$ cat src/rtl/scr_pkg.sv
package scr_pkg;
  localparam int unsigned BYTE_W = 8;

  typedef enum logic [2:0] {
    ST_IDLE,
    ST_LOAD,
    ST_LOW,
    ST_HIGH,
    ST_DONE
  } scr_state_e;
endpackage

$ cat src/rtl/scr_rst_sync.sv
module scr_rst_sync (
  input  logic clk_i,
  input  logic rst_ni,
  output logic rst_no
);
  logic [1:0] sync_q;

  always_ff @(posedge clk_i or negedge rst_ni) begin
    if (!rst_ni) sync_q <= 2'b00;
    else         sync_q <= {sync_q[0], 1'b1};
  end

  assign rst_no = sync_q[1];
endmodule

$ cat src/rtl/scr_phase_timer.sv
module scr_phase_timer #(
  parameter int unsigned TMR_W = 2
) (
  input  logic             clk_i,
  input  logic             rst_ni,
  input  logic             load_i,
  input  logic [TMR_W-1:0] val_i,
  output logic             expired_o
);
  logic [TMR_W-1:0] cnt_q, cnt_d;

  always_comb begin
    cnt_d = cnt_q;
    if (load_i)              cnt_d = val_i;
    else if (cnt_q != '0)    cnt_d = cnt_q - TMR_W'(1);
  end

  always_ff @(posedge clk_i or negedge rst_ni) begin
    if (!rst_ni) cnt_q <= '0;
    else         cnt_q <= cnt_d;
  end

  assign expired_o = (cnt_q == '0);
endmodule

$ cat src/rtl/scr_byte_store.sv
module scr_byte_store #(
  parameter int unsigned NUM_BYTES = 2,
  parameter int unsigned IDX_W     = 1
) (
  input  logic                   clk_i,
  input  logic                   rst_ni,
  input  logic                   shift_i,
  input  logic [IDX_W-1:0]       sel_i,
  input  logic                   bit_i,
  output logic [NUM_BYTES*8-1:0] data_o
);
  import scr_pkg::*;

  for (genvar k = 0; k < NUM_BYTES; k++) begin : g_slot
    logic [BYTE_W-1:0] slot_q, slot_d;
    logic              wr_en;

    assign wr_en = shift_i && (sel_i == IDX_W'(k));

    always_comb begin
      slot_d = slot_q;
      if (wr_en) slot_d = {bit_i, slot_q[BYTE_W-1:1]};
    end

    always_ff @(posedge clk_i or negedge rst_ni) begin
      if (!rst_ni) slot_q <= '0;
      else         slot_q <= slot_d;
    end

    assign data_o[k*BYTE_W +: BYTE_W] = slot_q;
  end
endmodule

$ cat src/rtl/sreg_chain_reader.sv
module sreg_chain_reader #(
  parameter int unsigned NUM_BYTES    = 2,
  parameter bit          EXTRA_BIT_EN = 1'b1,
  parameter int unsigned LOAD_LOW_CYC = 2,
  parameter int unsigned CLK_HIGH_CYC = 2,
  parameter int unsigned CLK_LOW_CYC  = 2
) (
  input  logic                   clk_i,
  input  logic                   rst_ni,
  input  logic                   start_i,
  output logic                   busy_o,
  output logic                   done_o,
  output logic [NUM_BYTES*8-1:0] frame_o,
  output logic                   extra_o,
  output logic                   chain_sck_o,
  output logic                   chain_load_no,
  input  logic                   chain_dat_i
);
  import scr_pkg::*;

  localparam int unsigned TOTAL_BITS = NUM_BYTES * BYTE_W;
  localparam int unsigned CNT_W      = $clog2(TOTAL_BITS + 1);
  localparam int unsigned MAX_A      = (LOAD_LOW_CYC > CLK_HIGH_CYC) ? LOAD_LOW_CYC : CLK_HIGH_CYC;
  localparam int unsigned MAX_CYC    = (MAX_A > CLK_LOW_CYC) ? MAX_A : CLK_LOW_CYC;
  localparam int unsigned TMR_W      = $clog2(MAX_CYC + 1);
  localparam int unsigned IDX_W      = (NUM_BYTES > 1) ? $clog2(NUM_BYTES) : 1;

  logic             rst_n_sync;
  scr_state_e       state_q, state_d;
  logic [CNT_W-1:0] bits_left_q, bits_left_d;
  logic [CNT_W-1:0] bits_done;
  logic             extra_q, extra_d;
  logic             tmr_load, tmr_exp;
  logic [TMR_W-1:0] tmr_val;
  logic             shift_en;
  logic [IDX_W-1:0] byte_sel;

  scr_rst_sync u_rst_sync (
    .clk_i  (clk_i),
    .rst_ni (rst_ni),
    .rst_no (rst_n_sync)
  );

  scr_phase_timer #(.TMR_W(TMR_W)) u_timer (
    .clk_i     (clk_i),
    .rst_ni    (rst_n_sync),
    .load_i    (tmr_load),
    .val_i     (tmr_val),
    .expired_o (tmr_exp)
  );

  assign bits_done = CNT_W'(TOTAL_BITS) - bits_left_q;
  assign byte_sel  = IDX_W'(bits_done >> 3);

  scr_byte_store #(.NUM_BYTES(NUM_BYTES), .IDX_W(IDX_W)) u_store (
    .clk_i   (clk_i),
    .rst_ni  (rst_n_sync),
    .shift_i (shift_en),
    .sel_i   (byte_sel),
    .bit_i   (chain_dat_i),
    .data_o  (frame_o)
  );

  // next-state logic
  always_comb begin
    state_d     = state_q;
    bits_left_d = bits_left_q;
    extra_d     = extra_q;
    tmr_load    = 1'b0;
    tmr_val     = '0;
    shift_en    = 1'b0;
    unique case (state_q)
      ST_IDLE: begin
        if (start_i) begin
          state_d     = ST_LOAD;
          tmr_load    = 1'b1;
          tmr_val     = TMR_W'(LOAD_LOW_CYC - 1);
          bits_left_d = CNT_W'(TOTAL_BITS);
        end
      end
      ST_LOAD: begin
        if (tmr_exp) begin
          state_d  = ST_LOW;
          tmr_load = 1'b1;
          tmr_val  = TMR_W'(CLK_LOW_CYC - 1);
        end
      end
      ST_LOW: begin
        if (tmr_exp) begin
          if (bits_left_q != '0) begin
            shift_en = 1'b1;
            state_d  = ST_HIGH;
            tmr_load = 1'b1;
            tmr_val  = TMR_W'(CLK_HIGH_CYC - 1);
          end else begin
            if (EXTRA_BIT_EN) extra_d = chain_dat_i;
            state_d = ST_DONE;
          end
        end
      end
      ST_HIGH: begin
        if (tmr_exp) begin
          bits_left_d = bits_left_q - CNT_W'(1);
          if ((bits_left_q == CNT_W'(1)) && !EXTRA_BIT_EN) begin
            state_d = ST_DONE;
          end else begin
            state_d  = ST_LOW;
            tmr_load = 1'b1;
            tmr_val  = TMR_W'(CLK_LOW_CYC - 1);
          end
        end
      end
      ST_DONE: state_d = ST_IDLE;
      default: state_d = ST_IDLE;
    endcase
  end

  // state registers
  always_ff @(posedge clk_i or negedge rst_n_sync) begin
    if (!rst_n_sync) begin
      state_q     <= ST_IDLE;
      bits_left_q <= '0;
      extra_q     <= 1'b0;
    end else begin
      state_q     <= state_d;
      bits_left_q <= bits_left_d;
      extra_q     <= extra_d;
    end
  end

  assign busy_o        = (state_q == ST_LOAD) || (state_q == ST_LOW) || (state_q == ST_HIGH);
  assign done_o        = (state_q == ST_DONE);
  assign chain_sck_o   = (state_q == ST_HIGH);
  assign chain_load_no = (state_q != ST_LOAD);
  assign extra_o       = extra_q;
endmodule

$ cat config.mk
export PLATFORM = sky130hd
export DESIGN_NAME = sreg_chain_reader
export DESIGN_NICKNAME = d
export VERILOG_FILES = /design/src/rtl/scr_pkg.sv /design/src/rtl/scr_rst_sync.sv /design/src/rtl/scr_phase_timer.sv /design/src/rtl/scr_byte_store.sv /design/src/rtl/sreg_chain_reader.sv
export SDC_FILE = /design/constraint.sdc
export NUM_CORES = 1
export LEC_CHECK = 0
export ABC_CLOCK_PERIOD_IN_PS = 2700
export BUFFER_PORTS_ARGS = -buffer_cell sky130_fd_sc_hd__buf_2
export CELL_PAD_IN_SITES_DETAIL_PLACEMENT = 0
export CELL_PAD_IN_SITES_GLOBAL_PLACEMENT = 1
export CORE_ASPECT_RATIO = 0.5
export CORE_MARGIN = 1
export CORE_UTILIZATION = 45
export DETAILED_ROUTE_END_ITERATION = 12
export PLACE_DENSITY_LB_ADDON = 0.1
export REMOVE_ABC_BUFFERS = 1
export SETUP_SLACK_MARGIN = 0.3
export SLEW_MARGIN = 20
export SYNTH_ARGS = -nofsm -noshare
export SYNTH_HDL_FRONTEND = slang
export SYNTH_SLANG_ARGS = --single-unit
$ cat constraint.sdc
create_clock -name clk_i -period 2.7 [get_ports clk_i]
set_clock_uncertainty 0.1 [all_clocks]
set_input_delay 0 -clock clk_i [delete_from_list [all_inputs] [get_ports clk_i]]
set_output_delay 0 -clock clk_i [all_outputs]
set_load 0.01 [all_outputs]
## Word level (Yosys, flattened, before mapping)

Cells that the tools add are included.

| storage, ports and cells | value |
|---|---|
| register bits | 29 |
| memories | 0 |
| bits in writable memories | 0 |
| latch bits | 0 |
| memory bits (read-only) | 0 |
| input bits | 4 |

| cells by class | value |
|---|---|
| magnitude comparators | 0 |
| shift-type cells | 0 |
| $add $sub $neg | 3 |
| $mul | 0 |
| bitwise operators | 2 |
| multiplexer cells | 21 |
| divide/modulo/power cells | 0 |
| reductions and logical operators | 14 |
| eq/ne operators | 9 |

Operators by type and width:

| kind | number |
|---|---|
| 3-bit 2-to-1 mux | 4 |
| 5-bit 2-to-1 mux | 2 |
| 5-bit case mux with 2 select lines | 1 |
| 1-bit 2-to-1 mux | 9 |
| 3-bit case mux with 3 select lines | 1 |
| 3-bit AND reduction | 3 |
| 3-bit by 2-bit equality test with 1-bit output (second input constant) | 2 |
| 1-bit case mux with 3 select lines | 2 |
| 2-bit nonzero test | 3 |
| 5-bit nonzero test | 1 |
| 5-bit by 1-bit subtractor with 5-bit output (second input constant) | 1 |
| 2-bit 2-to-1 mux | 2 |
| 2-bit by 1-bit != test with 1-bit output (second input constant) | 2 |
| 2-bit != test (second input constant) | 2 |
| 1-bit by 4-bit subtractor with 4-bit output (first input constant) | 1 |
| 3-bit by 1-bit equality test with 1-bit output (second input constant) | 1 |
| 3-bit equality test (second input constant) | 1 |
| 3-bit zero test | 1 |
| 3-bit by 1-bit != test with 1-bit output (second input constant) | 1 |
| 1-bit logical AND | 2 |
| 2-bit zero test | 1 |
| 1-bit logical OR | 2 |
| 1-bit NOT | 2 |
| 2-bit OR reduction | 1 |
| 2-bit by 1-bit subtractor with 2-bit output (second input constant) | 1 |

## Depth between registers and ports, before layout

Gate-level depths: netlist of the first run.

| depth | value |
|---|---|
| depth in word-level cells | 5 |
| mapped depth | 8 |
| depth with buffers taken out | 6 |

## Cells and area by module

Synthesis of the first run repeated with hierarchy kept, for this count alone.

| unflattened totals | value |
|---|---|
| cells, all modules | 103 |
| area total of the unflattened synthesis | 1338.8 um2 |

By module, submodules not included:

| module | sequential area each (um2) | area each (um2) | times used | cells each |
|---|---|---|---|---|
| scr_byte_store | 400.4 | 641.9 | 1 | 35 |
| sreg_chain_reader | 225.2 | 529.3 | 1 | 53 |
| scr_phase_timer | 50.0 | 113.9 | 1 | 12 |
| scr_rst_sync | 50.0 | 53.8 | 1 | 3 |

## Least setup slack after synthesis of the first run

No wires, ideal clock.

| timing | value |
|---|---|
| path kind | flip-flop to flip-flop |
| from | register bits_left_q[0] |
| to | register u_store.g_slot[0].slot_q[0] |
| setup time | 125 ps |
| arrival | 1642 ps |
| path slack | 833 ps |
| cell stages (with the launch flop) | 6 |
| cells stage by stage | dfrtp_1 -> inv_1 -> ha_1 -> or4b_1 -> nand3_2 -> mux2_2 |

| on the way | value |
|---|---|
| word-level cells in the longest chain between the ends | 5 |

Ends and longest elaborated chain:

| item | line | RTL |
|---|---|---|
| start, declared | sreg_chain_reader.sv:30 | `logic [CNT_W-1:0] bits_left_q, bits_left_d;` |
| start signal, assigned | sreg_chain_reader.sv:126 | `bits_left_q <= bits_left_d;` |
| 5-bit nonzero test | sreg_chain_reader.sv:90 | `if (bits_left_q != '0) begin` |
| 1-bit 2-to-1 mux | sreg_chain_reader.sv:90 |  |
| 1-bit 2-to-1 mux | sreg_chain_reader.sv:89 | `if (tmr_exp) begin` |
| 1-bit 2-to-1 mux | sreg_chain_reader.sv:72 | `unique case (state_q)` |
| 1-bit logical AND * | scr_byte_store.sv:18 | `assign wr_en = shift_i && (sel_i == IDX_W'(k));` |
| end signal, assigned | scr_byte_store.sv:27 | `else slot_q <= slot_d;` |
| end, declared | scr_byte_store.sv:15 | `logic [BYTE_W-1:0] slot_q, slot_d;` |

Every way passes the cells marked *; elsewhere a longest branch is shown, timed or not.
A chain may end at the register's enable or synchronous reset.

## Worst setup path after layout of the first run

| timing | value |
|---|---|
| from | register u_timer.cnt_q[0] |
| to | register u_store.g_slot[1].slot_q[3] |

| on the way | value |
|---|---|
| word-level cells in the longest chain between the ends | 4 |

Ends and longest elaborated chain:

| item | line | RTL |
|---|---|---|
| start, declared | scr_phase_timer.sv:10 | `logic [TMR_W-1:0] cnt_q, cnt_d;` |
| start signal, assigned | scr_phase_timer.sv:20 | `else cnt_q <= cnt_d;` |
| 2-bit zero test | scr_phase_timer.sv:23 | `assign expired_o = (cnt_q == '0);` |
| 1-bit 2-to-1 mux | sreg_chain_reader.sv:89 |  |
| 1-bit 2-to-1 mux | sreg_chain_reader.sv:72 |  |
| 1-bit logical AND | scr_byte_store.sv:18 |  |
| end signal, assigned | scr_byte_store.sv:27 |  |
| end, declared | scr_byte_store.sv:15 |  |

No other way between the ends.

==> summary.txt, run 1 <==
Timing
  – Fin Setup TNS: 0 ns
  – Min Tclk post-route: 2.17 ns
  – Final hold viol count: 0
  – # setup viols final: 0
  – Fmax: 461 MHz
  – Final worst slack: 0.529 ns
  – Hold slack: 0.143 ns
  – Max-slew violations: 0
  – Tightest Pin Transition: 0.577 ns
  – Final Cycle Share: 0.804
  – RSZ-0062 raised after global routing: false
  – Relative slew slack: 0.615

Pwr
  – Power, Total: 2.21 mW
  – PwrDens: 1230 mW/mm²
  – LEAKAGE: 0.811 nW
  – VDD IR-drop max: 0.000586 V

Clocking
  – Clk_lat worst skew: 0.28 ns
  – # H-tree levels: 2
  – Clk sinks: 29
  – Clock-pin slew on the worst setup and hold paths: 0.06 ns
  – Post-CTS Setup Repair Bufs: 0
  – Root Driver: clkbuf_8
  – CTS tree: built
  – Maximum buffer depth of the clock tree: 2
  – Cts bufs inserted: 5

Placed design
  – GP Congestion: 0.768
  – DP HPWL: 1960 µm
  – Port buffer count: 24
  – Worst slack at placement: 0.452 ns

Synth
  – Number of synthesized register bits: 29
  – Mux share of post-synthesis cell area: 0.0744
  – Ys Warns: 0
  – Top post-synthesis cells by area: dfrtp_1 48%, mux2_2 6.8%, a22oi_1 4.5%
  – Mapped Cells: 151
  – Post-synth EDFFs: 0
  – Synth Area in Compound Gates: 0.145
  – Post-synthesis simple-gate area fraction: 0.220
  – Largest family of logic cells by synthesized area: simple AND/OR/NAND/NOR gates
  – Ys flop type: dfrtp_1
  – Synthesized area: 0.00150 mm²
  – Unique masters post-synth: 34
  – Area share of fa/ha/maj cells after synthesis: 0.0167
  – Sequential element share of the synthesized area: 0.485
  – Mapped Avg Cell Area: 9.92 µm²
  – Post-Synth XOR/XNOR Area: 0.0175
  – Post-synth top area share: 0.485
  – Asr flop ratio synth: 1.00
  – Post-synth top area cell: dfrtp_1

GRT
  – First-pass GRT wire length: 5260 µm
  – Largest net degree at the start of global routing: 29
  – Initial antenna violation count: 0
  – GRT Total Usage: 0.194
  – Grt total ovfl: 0
  – Vias in the first global route: 1095

Routing
  – Routed WL per cell: 13.6 µm
  – Initial DRC Count: 28
  – Post-route DRC: 0
  – Routed wire length: 3010 µm
  – DR pass1 iterations: 4
  – Routed vias: 1224
  – Antenna-violating nets left: 0
  – Vias per Instance: 5.54

Final layout
  – Number of diodes: 0
  – Nets: 186
  – Most frequent cells in the layout: 29 x dfrtp_1, 24 x buf_2, 17 x nor2_1, 15 x nand2_1, 10 x a21oi_1
  – Commonest non-fill, non-tap cell in the layout: dfrtp_1
  – Final core utilization: 0.586
  – Filler Cell Count: 277
  – FF+latch area: 726 µm²
  – Multi-input gate area: 719 µm²
  – Syn-to-layout area delta: 20.6%
  – Layout cells sized above 1: 0.287

Setup path
  – CP Data Required Time: 2.80 ns
  – Critical path startpoint category: flip-flop
  – Critical Path AT: 2.27 ns
  – Worst setup path start: u_timer.cnt_q[0]
  – R2r startpoint: u_timer.cnt_q[0]
  – Critical Path End Type: flip-flop
  – Worst Path Max Fanout: 12
  – Critical path class: reg -> reg

Floorplanning
  – Die Height: 42.8 µm
  – Row Count: 14
  – Die area: 0.00358 mm²
  – Top-Level Pins: 25
  – Die Wd: 83.6 µm
  – Area of the core: 0.00308 mm²
  – Initial Utilization: 0.486

Worst hold path
  – Worst min-delay path category: reg -> async

Run
  – Number of max-cap violations: 0

Outcome
  – Status: complete, no violations
## power by group
group	switching (mW)	internal (mW)
clock network	0.171	0.230
registers	0.187	0.603
logic	0.573	0.450
## metrics by stage
step,instances,instance area [µm²]
2_1_floorplan,141,1460
3_3_place_gp,209,1660
3_5_place_dp,209,1660
4_1_cts,221,1800
5_1_grt,221,1810
6_report,221,1810
## cell usage after synthesis, types with 3 or more instances
cell type	count
clkbuf_1	7
nand4_1	8
dfrtp_1	29
a21oi_1	10
nor2_1	17
nand2_1	15
xor2_1	3
inv_1	5
o21ai_0	3
o211ai_1	8
mux2_2	9
a22oi_1	9
## final timing paths
kind	depth (start not counted)	slack, ns	to
max in group asynchronous	3	1.92	u_rst_sync.sync_q[0]
worst min register to register	1	0.14	u_store.g_slot[1].slot_q[3]
min in group clk_i	0	0.25	u_rst_sync.sync_q[1]
worst max-delay path	6	0.53	u_store.g_slot[1].slot_q[3]
worst min-delay path	1	0.14	u_store.g_slot[1].slot_q[3]
worst max register to register	6	0.53	u_store.g_slot[1].slot_q[3]
## layout make-up
type | count | share of cell area
Tap cell | 40 | 0.0277
Clock inverter | 1 | 0.00277
Multi-Input combinational cell | 107 | 0.398
Sequential cell | 29 | 0.402
Timing Repair Buffer | 32 | 0.105
Inverter | 5 | 0.0104
Clock buffer | 7 | 0.0534
## flip-flops by register name (all words and copies together) (netlist names)
signal,cells
u_store.g_slot.slot_q,16
u_rst_sync.sync_q,2
extra_o,1
u_timer.cnt_q,2
state_q,3
bits_left_q,5
## timing repair
action	4_1_cts	5_1_grt
gates resized for setup	0	1
setup endpoints to repair	0	6
hold buffers	4	0
endpoints found under the hold margin	8	0
## cells by family after synthesis
| group | Yosys count |
|---|---|
| and+or+nand+nor | 58 |
| DFF | 29 |
| buffers and inverters | 15 |
| other | 1 |
| adders and majority gates | 2 |
| muxes | 10 |
| xor gates and xnor gates | 3 |
| AOI/OAI and AO/OA | 33 |
## worst max-delay path, stage by stage, from the launching register on
cell	delay [ns]
dfrtp_1	0.36
inv_1	0.09
ha_1	0.32
and4bb_2	0.45
nor3b_4	0.44
a22oi_1	0.12
o211ai_1	0.20
## metal layers
layer / track usage / share of wire
met1: 0.265 / 0.52
met2: 0.276 / 0.41
met3: 0.0661 / 0.050
met4: 0.0915 / 0.018
met5: 0 / 0
Note: power is estimated with default switching activity, not from simulation.
==> inputs of run 2 (changes only) <==
--- a/config.mk
+++ b/config.mk
@@ -5,13 +5,13 @@
 export SDC_FILE = /design/constraint.sdc
 export NUM_CORES = 1
 export LEC_CHECK = 0
-export ABC_CLOCK_PERIOD_IN_PS = 2700
+export ABC_CLOCK_PERIOD_IN_PS = 1750
 export BUFFER_PORTS_ARGS = -buffer_cell sky130_fd_sc_hd__buf_2
 export CELL_PAD_IN_SITES_DETAIL_PLACEMENT = 0
 export CELL_PAD_IN_SITES_GLOBAL_PLACEMENT = 1
 export CORE_ASPECT_RATIO = 0.5
 export CORE_MARGIN = 1
-export CORE_UTILIZATION = 45
+export CORE_UTILIZATION = 38
 export DETAILED_ROUTE_END_ITERATION = 12
 export PLACE_DENSITY_LB_ADDON = 0.1
 export REMOVE_ABC_BUFFERS = 1
==> constraint.sdc (replaced) <==
create_clock -name clk_i -period 1.75 [get_ports clk_i]
set_clock_uncertainty 0.1 [all_clocks]
set_input_delay 0 -clock clk_i [delete_from_list [all_inputs] [get_ports clk_i]]
set_output_delay 0 -clock clk_i [all_outputs]
set_load 0.01 [all_outputs]
==> run 2 against run 1 <==
Net effect:
- the run now ends with negative setup slack left
- worst setup slack worse by 0.59 ns
- count of clock-buffer cells in the layout down 1
- sequential cell count unchanged
- routed wire length up 20%
- register-to-register slack worse by 0.59 ns
==> summary.txt, run 2 (synthesis gave the netlist of run 1 again) <==
Timing
  – Max-slew violations: 0
  – Final hold viol count: 0
  – Min Tclk post-route: 1.81 ns
  – Fmax: 552 MHz
  – Final worst slack: -0.0630 ns
  – RSZ-0062 raised after global routing: true
  – Final Cycle Share: 1.04
  – Fin Setup TNS: -0.605 ns
  – # setup viols final: 16

Setup path
  – R2r startpoint: bits_left_q[0]
  – Top delay family on crit path: simple AND/OR/NAND/NOR gates
  – R2R Path End: u_store.g_slot[0].slot_q[6]
  – Flop-to-flop setup slack: -0.06 ns
  – Worst setup path start: bits_left_q[0]
  – Cells along the critical path: inv_2 > ha_4 > or4b_4 > nand3_4 > mux2_2
  – Crit-path slowest cell: or4b_4
  – CP Data Required Time: 1.81 ns
  – Worst path bufs/invs: 1
  – Critical Path AT: 1.88 ns
  – Critical Path Sink: u_store.g_slot[0].slot_q[6]
  – Critical Path End Type: flip-flop
  – Critical path startpoint category: flip-flop
  – Worst Path Max Fanout: 8
  – Critical path's largest stage delay: 0.50 ns
  – Critical path class: reg -> reg
  – Levels on crit path: 5
  – Reg2reg path depth: 5

GRT
  – Vias in the first global route: 1219
  – Grt total ovfl: 0
  – Initial antenna violation count: 0
  – GRT Total Usage: 0.193
  – Largest net degree at the start of global routing: 29
  – First-pass GRT wire length: 6050 µm

Final layout
  – Post-Layout Cell Count: 260
  – Top flop regs: u_store.g_slot.slot_q x16, bits_left_q x5, state_q x3
  – Final core utilization: 0.614
  – Nets: 214
  – Filler Cell Count: 335
  – Commonest non-fill, non-tap cell in the layout: dfrtp_1
  – Largest register FFs: 16
  – Layout cells sized above 1: 0.493
  – Number of diodes: 0
  – Most frequent cells in the layout: 29 x dfrtp_1, 24 x buf_2, 20 x buf_4, 16 x nor2_1, 13 x nand2_1
  – Largest Register: u_store.g_slot.slot_q
  – Syn-to-layout area delta: 47.6%

Floorplanning
  – Die area: 0.00421 mm²
  – Area of the core: 0.00360 mm²
  – Top-Level Pins: 25
  – Die Wd: 90.8 µm
  – Row Count: 15
  – Initial Utilization: 0.416
  – Die Height: 46.4 µm

Placed design
  – Cells after DPL: 237
  – Port buffer count: 24
  – GP Congestion: 0.744
  – Worst slack at placement: -0.171 ns
  – DP HPWL: 2240 µm

Routing
  – Routed wire length: 3620 µm
  – Routed vias: 1322
  – Post-route DRC: 0
  – Initial DRC Count: 61
  – Antenna-violating nets left: 0
  – Routed WL per cell: 13.9 µm
  – DR pass1 iterations: 4
  – Vias per Instance: 5.08

Clocking
  – Clk_lat worst skew: 0.28 ns
  – Cts bufs inserted: 5
  – Maximum buffer depth of the clock tree: 2
  – # H-tree levels: 2
  – CTS tree: built
  – Root Driver: clkbuf_8
  – Clock-pin slew on the worst setup and hold paths: 0.07 ns
  – Clk sinks: 29

Run
  – Number of max-cap violations: 0

Pwr
  – VDD IR-drop max: 0.000639 V
  – LEAKAGE: 0.980 nW
  – Power, Total: 3.95 mW
  – PwrDens: 1780 mW/mm²

Outcome
  – Status: finished, violations left
  – Failing checks: negative setup slack

Worst hold path
  – Worst min-delay path category: reg -> async
## run 2: final cells by class
| class | count | area (µm²) | share of cell area |
|---|---|---|---|
| clock inverter | 2 | 10.0 | 0.00453 |
| timing repair buffer | 60 | 454 | 0.205 |
| inverter | 5 | 18.8 | 0.00849 |
| multi-input combinational | 107 | 866 | 0.392 |
| tap | 51 | 63.8 | 0.0289 |
| sequential | 29 | 726 | 0.328 |
| clock buffer | 6 | 72.6 | 0.0328 |
## run 2: worst min path at each step
stage,end,cells after the start,slack (ns),startpoint
final,u_store.g_slot[1].slot_q[6],1,0.15,u_rst_sync.sync_q[1]
after CTS,u_store.g_slot[1].slot_q[5],1,0.16,u_rst_sync.sync_q[1]
after global routing,u_store.g_slot[0].slot_q[3],1,0.20,u_rst_sync.sync_q[1]
after global placement,u_rst_sync.sync_q[0],1,-0.32,rst_ni
after detailed placement,u_rst_sync.sync_q[0],1,-0.31,rst_ni
after floorplan,u_rst_sync.sync_q[0],0,-0.40,rst_ni
## run 2: layer usage
layer / vias to the layer above / track usage / wire, µm / part of all wire
met4: 0 / 0.0667 / 29 / 0.0080
met1: 646 / 0.267 / 1890 / 0.52
met5: - / 0 / 0 / 0
li1: 657 / - / - / -
met2: 17 / 0.303 / 1600 / 0.44
met3: 2 / 0.0446 / 108 / 0.030
## run 2: what timing repair did
| item | CTS | global route |
|---|---|---|
| endpoints found under the setup margin | 27 | 27 |
| gates resized for setup | 31 | 17 |
| pin swaps | 7 | 12 |
| hold endpoints to repair | 7 | 0 |
| hold buffers | 4 | 0 |
| setup buffers | 7 | 4 |
| gates cloned | 0 | 0 |
## run 2: stage by stage
| stage | instance area [µm²] | hold slack [ns] |
|---|---|---|
| floorplan | 1460 | -0.396 |
| global placement | 1800 | -0.315 |
| detailed placement | 1800 | -0.312 |
| CTS | 2100 | 0.160 |
| global route | 2210 | 0.200 |
| finish | 2210 | 0.153 |
## run 2: power breakdown
part / internal, mW / total, mW / switching [mW] / leakage (nW)
clock: 0.275 / 0.533 / 0.258 / 0.0450
combinational: 1.13 / 2.25 / 1.11 / 0.585
sequential: 0.921 / 1.17 / 0.247 / 0.349
==> inputs of run 3 (changes only) <==
--- a/config.mk
+++ b/config.mk
@@ -14,6 +14,7 @@
 export CORE_UTILIZATION = 38
 export DETAILED_ROUTE_END_ITERATION = 12
 export PLACE_DENSITY_LB_ADDON = 0.1
+export RECOVER_POWER = 100
 export REMOVE_ABC_BUFFERS = 1
 export SETUP_SLACK_MARGIN = 0.3
 export SLEW_MARGIN = 20
==> run 3 against run 2 <==
Net effect:
- the run still ends with negative setup slack left
- maximum frequency is essentially flat
- utilization shrank 1.1 points
- power shrank 1.4%
- worst hold slack gained 0.10 ns
- sequential power is essentially flat
- routed wire length grew 0.55%
- sequential cell count is the same
- first-iteration DRC count shrank 11%
- critical path type unchanged
==> summary.txt, run 3 (synthesis gave the netlist of run 1 again) <==
Timing
  – Fin Setup TNS: -0.601 ns
  – Fmax: 552 MHz
  – Max-slew violations: 0
  – Final worst slack: -0.0622 ns
  – Min Tclk post-route: 1.81 ns
  – Tightest Pin Transition: 0.687 ns
  – RSZ-0062 raised after global routing: true
  – # setup viols final: 15
  – Final hold viol count: 0
  – Final Cycle Share: 1.04
  – Relative slew slack: 0.542

Outcome
  – Failing checks: negative setup slack
  – Status: finished, violations left

Final layout
  – Largest register FFs: 16
  – Post-Layout Cell Count: 260
  – Top flop regs: u_store.g_slot.slot_q x16, bits_left_q x5, state_q x3
  – Nets: 214
  – Syn-to-layout area delta: 44.9%
  – Commonest non-fill, non-tap cell in the layout: dfrtp_1
  – FF+latch area: 726 µm²
  – Multi-input gate area: 855 µm²
  – Largest Register: u_store.g_slot.slot_q
  – Final core utilization: 0.602
  – Layout cells sized above 1: 0.388
  – Filler Cell Count: 344
  – Number of diodes: 0
  – Most frequent cells in the layout: 29 x dfrtp_1, 20 x clkbuf_1, 18 x buf_4, 17 x nor2_1, 13 x nand2_1

Routing
  – Antenna-violating nets left: 0
  – Vias per Instance: 5.05
  – DR pass1 iterations: 4
  – Post-route DRC: 0
  – Initial DRC Count: 54
  – Routed wire length: 3640 µm
  – Routed vias: 1314
  – Routed WL per cell: 14.0 µm

Floorplanning
  – Area of the core: 0.00360 mm²
  – Die area: 0.00421 mm²
  – Initial Utilization: 0.416
  – Die Height: 46.4 µm
  – Top-Level Pins: 25
  – Die Wd: 90.8 µm
  – Row Count: 15

Setup path
  – R2r startpoint: bits_left_q[0]
  – Worst path bufs/invs: 1
  – Critical path startpoint category: flip-flop
  – Cells along the critical path: inv_2 > ha_4 > or4b_4 > nand3_4 > mux2_2
  – R2R Path End: u_store.g_slot[0].slot_q[6]
  – Critical Path End Type: flip-flop
  – CP Data Required Time: 1.81 ns
  – Critical path's largest stage delay: 0.50 ns
  – Worst Path Max Fanout: 8
  – Flop-to-flop setup slack: -0.06 ns
  – Top delay family on crit path: simple AND/OR/NAND/NOR gates
  – Critical Path AT: 1.88 ns
  – Crit-path slowest cell: or4b_4
  – Reg2reg path depth: 5
  – Critical path class: reg -> reg

GRT
  – GRT Total Usage: 0.193
  – Initial antenna violation count: 0
  – First-pass GRT wire length: 6050 µm
  – Largest net degree at the start of global routing: 29
  – Grt total ovfl: 0
  – Vias in the first global route: 1219

Clocking
  – CTS tree: built
  – Clk_lat worst skew: 0.28 ns
  – Clk sinks: 29
  – Clock-pin slew on the worst setup and hold paths: 0.07 ns
  – # H-tree levels: 2
  – Cts bufs inserted: 5
  – Root Driver: clkbuf_8
  – Maximum buffer depth of the clock tree: 2

Pwr
  – PwrDens: 1790 mW/mm²
  – VDD IR-drop max: 0.000625 V
  – LEAKAGE: 0.918 nW

Worst hold path
  – Hold path start: u_rst_sync.sync_q[0]
  – Worst min-delay path category: reg -> reg
  – Hold EP: u_rst_sync.sync_q[1]
  – Min-Delay Path Depth: 0

Run
  – Number of max-cap violations: 0

Placed design
  – Port buffer count: 24
  – GP Congestion: 0.744
  – DP HPWL: 2240 µm
  – Cells after DPL: 237
## run 3: cell types whose count changed in the layout (fill, tap and decap cells not counted)
cell,delta
nand2b_4,-1
nand2b_1,+1
buf_4,-2
and4b_1,+1
nor2_2,-1
buf_2,-18
nor2_1,+1
clkbuf_1,+19
and4b_2,-1
clkbuf_2,+1
## run 3: timing repair
action / CTS / global route
hold endpoints to repair: 7 / 0
pin swaps: 7 / 12
buffers inserted: 7 / 4
endpoints found under the setup margin: 27 / 27
hold buffers: 4 / 0
resized for setup: 31 / 17
## run 3: metrics by stage
stage	power (mW)	hold slack [ns]	setup slack [ns]	area (µm²)
after detailed placement	2.86	-0.312	-0.171	1800
after CTS	3.74	0.160	-0.0309	2100
final	3.89	0.253	-0.0622	2170
after global placement	2.84	-0.315	-0.167	1800
after global routing	4.20	0.265	-0.123	2170
after floorplan	2.31	-0.396	-0.237	1460
## run 3: worst max path at each step
stage,cells past startpoint,slack (ns),endpoint,start
2_1_floorplan,3,-0.24,u_store.g_slot[0].slot_q[0],bits_left_q[3]
3_3_place_gp,6,-0.17,u_store.g_slot[1].slot_q[0],u_timer.cnt_q[0]
3_5_place_dp,5,-0.17,u_store.g_slot[0].slot_q[1],bits_left_q[0]
4_1_cts,8,-0.03,u_store.g_slot[1].slot_q[5],bits_left_q[0]
5_1_grt,9,-0.12,u_store.g_slot[1].slot_q[7],bits_left_q[0]
6_report,5,-0.06,u_store.g_slot[0].slot_q[6],bits_left_q[0]
## run 3: metal layers
layer | track usage | up-vias | share of wire
met3 | 0.0446 | 2 | 0.025
li1 | - | 657 | -
met1 | 0.267 | 640 | 0.53
met2 | 0.303 | 15 | 0.44
met5 | 0 | - | 0
met4 | 0.0667 | 0 | 0.0080
## run 3: where the power goes
part           internal [mW]  total (mW)  switching (mW)
Sequential             0.921        1.17           0.252
Clock                  0.275       0.531           0.256
Combinational           1.08        2.19            1.11
Total                   2.28        3.89            1.61
## run 3: area by class of cell
class / instances / area share
multi-input combinational: 107 / 0.394
sequential: 29 / 0.334
timing repair buffer: 60 / 0.196
clock buffer: 6 / 0.0334
tap: 51 / 0.0294
inverter: 5 / 0.00865
clock inverter: 2 / 0.00461
